--- src/rtl/ewma_pkg.sv ---
package ewma_pkg;

    localparam int DATA_W = 14;
    localparam int FRAC_W = 6;
    localparam int ST_W   = DATA_W + FRAC_W;
    localparam int SH_W   = 3;
    localparam int K_MIN  = 1;
    localparam int K_MAX  = FRAC_W;

    typedef logic signed [DATA_W-1:0] sample_t;
    typedef logic signed [ST_W-1:0]   state_t;

    typedef struct packed {
        logic   vld;
        state_t val;
    } tap_t;

    function automatic logic [SH_W-1:0] clamp_shift(input logic [SH_W-1:0] k);
        if (k < SH_W'(K_MIN))
            return SH_W'(K_MIN);
        else if (k > SH_W'(K_MAX))
            return SH_W'(K_MAX);
        else
            return k;
    endfunction

    function automatic state_t widen(input sample_t s);
        return state_t'({s, {FRAC_W{1'b0}}});
    endfunction

endpackage

--- src/rtl/ewma_stage.sv ---
module ewma_stage
    import ewma_pkg::*;
(
    input  logic            clk,
    input  logic            rst,
    input  logic            clr,
    input  state_t          load_val,
    input  tap_t            tap_in,
    input  logic [SH_W-1:0] shift,
    output tap_t            tap_out
);

    state_t              acc;
    logic                vld_q;
    logic signed [ST_W:0] diff;
    logic signed [ST_W:0] step;
    state_t              nxt;

    always_comb begin
        diff = {tap_in.val[ST_W-1], tap_in.val} - {acc[ST_W-1], acc};
        step = diff >>> shift;
        nxt  = acc + state_t'(step[ST_W-1:0]);
    end

    always_ff @(posedge clk) begin
        if (rst) begin
            acc   <= '0;
            vld_q <= 1'b0;
        end else if (clr) begin
            acc   <= load_val;
            vld_q <= 1'b0;
        end else begin
            vld_q <= tap_in.vld;
            if (tap_in.vld)
                acc <= nxt;
        end
    end

    always_comb begin
        tap_out.vld = vld_q;
        tap_out.val = acc;
    end

    AST_HOLD_IDLE: assert property (@(posedge clk) disable iff (rst)
        (!clr && !tap_in.vld) |=> $stable(acc));

    AST_STEP_BOUND: assert property (@(posedge clk) disable iff (rst)
        (!clr && tap_in.vld) |=>
            (((acc >= $past(acc)) && (acc <= $past(tap_in.val))) ||
             ((acc <= $past(acc)) && (acc >= $past(tap_in.val)))));

    AST_CLR_LOAD: assert property (@(posedge clk) disable iff (rst)
        clr |=> ((acc == $past(load_val)) && !vld_q));

endmodule

--- src/rtl/ewma_round.sv ---
module ewma_round
    import ewma_pkg::*;
(
    input  state_t  val,
    output sample_t q
);

    localparam int Q_W = ST_W - FRAC_W + 1;
    localparam logic signed [Q_W-1:0] HI = Q_W'((2 ** (DATA_W - 1)) - 1);
    localparam logic signed [Q_W-1:0] LO = -Q_W'(2 ** (DATA_W - 1));
    localparam logic signed [ST_W:0]  HALF = (ST_W + 1)'(2 ** (FRAC_W - 1));

    logic signed [ST_W:0]  biased;
    logic signed [Q_W-1:0] shr;

    always_comb begin
        biased = {val[ST_W-1], val} + HALF;
        shr    = biased[ST_W:FRAC_W];
        if (shr > HI)
            q = sample_t'(HI[DATA_W-1:0]);
        else if (shr < LO)
            q = sample_t'(LO[DATA_W-1:0]);
        else
            q = sample_t'(shr[DATA_W-1:0]);
    end

endmodule

--- src/rtl/ewma_shaper.sv ---
module ewma_shaper
    import ewma_pkg::*;
#(
    parameter int N_STAGES = 6
) (
    input  logic                     clk,
    input  logic                     rst,
    input  logic                     clr,
    input  logic                     in_valid,
    input  logic signed [DATA_W-1:0] in_sample,
    input  logic [SH_W-1:0]          shift_sel,
    output logic                     out_valid,
    output logic signed [DATA_W-1:0] out_sample
);

    tap_t            chain [0:N_STAGES];
    logic [SH_W-1:0] k_eff;
    state_t          load_val;

    assign k_eff       = clamp_shift(shift_sel);
    assign load_val    = widen(in_sample);
    assign chain[0]    = '{vld: in_valid, val: load_val};

    generate
        for (genvar i = 0; i < N_STAGES; i++) begin : g_stage
            ewma_stage u_stage (
                .clk      (clk),
                .rst      (rst),
                .clr      (clr),
                .load_val (load_val),
                .tap_in   (chain[i]),
                .shift    (k_eff),
                .tap_out  (chain[i+1])
            );
        end
    endgenerate

    ewma_round u_round (
        .val (chain[N_STAGES].val),
        .q   (out_sample)
    );

    assign out_valid = chain[N_STAGES].vld;

    AST_CLR_FLUSH: assert property (@(posedge clk) disable iff (rst)
        clr |=> !out_valid);

    AST_VALID_ORIGIN: assert property (@(posedge clk) disable iff (rst)
        out_valid |-> !$past(clr));

endmodule

--- config.mk ---
export PLATFORM = sky130hd
export DESIGN_NAME = ewma_shaper
export DESIGN_NICKNAME = d
export VERILOG_FILES = /design/src/rtl/ewma_pkg.sv /design/src/rtl/ewma_stage.sv /design/src/rtl/ewma_round.sv /design/src/rtl/ewma_shaper.sv
export SDC_FILE = /design/constraint.sdc
export NUM_CORES = 1
export LEC_CHECK = 0
export ABC_CLOCK_PERIOD_IN_PS = 6500
export BUFFER_PORTS_ARGS = -buffer_cell sky130_fd_sc_hd__buf_4
export CAP_MARGIN = 20
export CORE_ASPECT_RATIO = 0.9
export CORE_MARGIN = 8
export CORE_UTILIZATION = 40
export DETAILED_ROUTE_END_ITERATION = 16
export REMOVE_ABC_BUFFERS = 1
export SYNTH_ARGS = -nofsm -noshare
export SYNTH_HDL_FRONTEND = slang
export SYNTH_SLANG_ARGS = --single-unit
--- constraint.sdc ---
create_clock -name clk -period 6.5 [get_ports clk]
set_input_delay 0 -clock clk [delete_from_list [all_inputs] [get_ports clk]]
set_output_delay 0 -clock clk [all_outputs]
set_load 0.01 [all_outputs]
==> flow_summary.ini <==
[run_status]
outcome = completed

[yosys]
synthTopCellsByArea = ha_1, dfxtp_1, a21oi_1
ys_types = 86
synth_edf_count = 0
ys_seq_area_share_pct = 12.7
synth.avg_cell_area_sq_um = 7.21
syn_area_sq_um = 19900
yosysTopAreaCellShare_pct = 15.1
ys_async_sr_fraction_pct = 0
ys.flop_type = dfxtp_1
yosysWarnings = 0
post-synth-top-area-cell = ha_1
syn_inst = 2760
synth-seq-cells = 126

[placement]
gp_congestion = 0.900
placed_cells = 3339
place.port_buffers = 35
hpwlAfterDp_um = 48400
place_area_sq_um = 20800

[clocking]
clkSlewWorstSetupHoldPaths_ps = 60
cts.sink_count = 126
cts_root_buffer = clkbuf_16
cts-buffers-inserted = 17
cts_buffer_depth = 2
clock_latency_ps = 490
post_cts_buffers = 0
cts_max_level = 4
tritoncts = done

[global_routing]
grt_overflow_total = 0
grt_pass1_vias = 18597
grtUsageTotal_pct = 21.6
grt_max_degree = 66
antenna_found_initial = 1
grt_pass1_wl_um = 99500

[power]
powerDensity_nw_per_um2 = 252
p_clk_share_pct = 18.9
pwr-share-seq_pct = 16.8
p_int_mw = 2.91
netSwitchingPower_mw = 2.49
swShare_pct = 46.1
p_leak_nw = 9.16
peakVddDrop_mv = 0.215
pwr-share-comb_pct = 64.3

[detailed_routing]
drc_errors = 0
finalWirelength_um = 63100
dr.pass1.iters = 8
wl_per_cell_um = 18.7
vias = 19943
drt_iter0_drc = 1859
antenna_left = 0
avgViaCountPerCell = 5.91

[sta]
slew_viol_final = 0
finalCriticalPeriod_ps = 6070
hold_viol = 0
slew_headroom_pct = 23.7
period_share_pct = 93.4
worst_pin_slew_ps = 1140
fin_setup_tns_ps = 0
setup_viol = 0
max_freq_mhz = 165
finClkSkew_ps = 14.5
grt_setup_unrepaired = false
timing.hold.ws_ps = 111

[floorplanning]
die_w_um = 251
num_rows = 77
die_h_um = 228
core_sq_um = 49100
start_util_pct = 40.5
die_area_sq_um = 57200
ios = 36

[layout]
fin_area_sq_um = 21500
final_nets = 3004
instances_no_fill = 3377
antenna_cells = 0
nFillCells = 4973
drive_above_1_share_pct = 6.99
syn2layout_area_growth_pct = 7.74

[setup_path]
worstPathRequired_ps = 6860
rrSetupSlack_ps = 430
reg2reg_depth = 23
r2r_start = g_stage[4].u_stage.acc[1]
crit_path_start_kind = flop
worst_setup_path_end_kind = flop
r2r-end = g_stage[4].u_stage.acc[19]
path_max_fanout = 5
timing_worst_setup_path_type = flop to flop
crit_arrival_ps = 6430

[min_path]
whs_path_depth = 3
min_to = g_stage[2].u_stage.acc[18]
hp-class = input pin to flop
min_from = in_sample[12]

[flow_run]
drv_cap = 0
[critical path, cell delays in order, from the launching register on]
cell and delay, ps:
dfxtp_2 400, inv_1 130, ha_1 300, nor2b_1 140
o31a_1 260, or2_2 290, or3_1 310, a311oi_1 300
nor2_1 100, mux2i_1 220, inv_1 70, mux4_2 510
ha_1 240, a211oi_1 320, o21ai_0 200, o311a_1 350
o21ai_0 170, nand3_1 190, o41ai_4 300, o21a_1 210
o21ai_0 120, xnor2_1 150, o2bb2ai_1 120, dlygate4sd3_1 550
[per-layer routing]
layer | vias to the layer above | GRT usage, % | wire length, um
met5 | - | 0 | 0
met4 | 0 | 7.22 | 1480
met3 | 85 | 2.66 | 4020
met2 | 643 | 33.7 | 26800
met1 | 9320 | 30.6 | 30800
li1 | 9895 | - | -
[cell type report]
cell class	instances	area, sq um	share of cell area [%]
clock buffer	20	447	2.08
clock inverter	12	144	0.671
inverter	208	782	3.65
multi-input combinational	2314	16200	75.7
sequential	126	2520	11.8
tap	632	791	3.69
timing repair buffer	65	528	2.46
[how the worst max path moves through the flow]
stage,slack (ps),endpoint,cells past startpoint,startpoint
finish,430,g_stage[4].u_stage.acc[19],23,g_stage[4].u_stage.acc[1]
global route,5,g_stage[4].u_stage.acc[19],23,g_stage[4].u_stage.acc[1]
CTS,240,g_stage[4].u_stage.acc[19],23,g_stage[4].u_stage.acc[1]
detailed placement,760,g_stage[5].u_stage.acc[18],25,g_stage[5].u_stage.acc[1]
global placement,910,g_stage[5].u_stage.acc[18],22,g_stage[4].u_stage.acc[0]
floorplan,-3140,g_stage[5].u_stage.acc[18],18,shift_sel[1]
[cell usage after synthesis (27+ instances only)]
cell      number
nor2_1       304
a21oi_1      273
nand2_1      245
ha_1         240
inv_1        202
o21ai_0      189
dfxtp_1      126
xnor2_1      125
mux2i_1      108
clkbuf_1      88
nor3_1        77
a211oi_1      64
xor2_1        63
a21o_1        60
o21a_1        58
nand3_1       40
mux2_2        34
nor2b_1       34
o21bai_1      27
[cell families after synthesis]
| logic type | synth area share (%) |
|---|---|
| AO/OA/AOI/OAI | 28.3 |
| multiplexers | 9.65 |
| buffers and inverters | 6.10 |
| flip-flops | 12.7 |
| AND/OR/NAND/NOR | 18.7 |
| XOR/XNOR | 8.35 |
| adder cells (fa/ha/maj) | 16.2 |
[stage by stage]
step	power [mW]	utilization, %	setup slack (ps)
floorplan	3.60	-	-3140
global placement	4.25	42.3	912
detailed placement	4.32	42.3	758
CTS	5.38	43.6	241
global route	5.85	43.7	4.88
finish	5.41	43.7	430
[cells in the final DEF, fill, tap and decap left out, types with 15 or more instances in the layout]
master,instances
a211oi_1,64
a21boi_0,18
a21o_1,59
a21oi_1,269
a31oi_1,25
and2_1,18
and3_1,18
buf_4,57
clkbuf_16,17
dfxtp_1,125
ha_1,240
inv_1,201
mux2_2,34
mux2i_1,108
mux4_2,19
nand2_1,245
nand2b_1,20
nand3_1,40
nor2_1,304
nor2b_1,34
nor3_1,77
o211ai_1,18
o21a_1,58
o21ai_0,189
o21bai_1,23
o22ai_1,15
or3_1,19
xnor2_1,125
xor2_1,63
[sequential cells by signal, indices dropped and copies added (netlist names)]
signal                 flops
g_stage.u_stage.acc      120
g_stage.u_stage.vld_q      6
[power by group through the flow]
stage / Clock, mW / Combinational (mW) / Sequential (mW)
6_report: 1.02 / 3.48 / 0.906
5_1_grt: 1.08 / 3.86 / 0.913
4_1_cts: 1.05 / 3.42 / 0.904
3_5_place_dp: 0 / 3.39 / 0.921
3_3_place_gp: 0 / 3.33 / 0.920
2_1_floorplan: 0 / 2.71 / 0.886
[repair_timing]
item / 4_1_cts / 5_1_grt
endpoints found under the hold margin: 19 / 0
endpoints found under the setup margin: 0 / 1
hold buffers: 6 / 0
resized for setup: 0 / 3
Power figures use the tool's default switching activity.
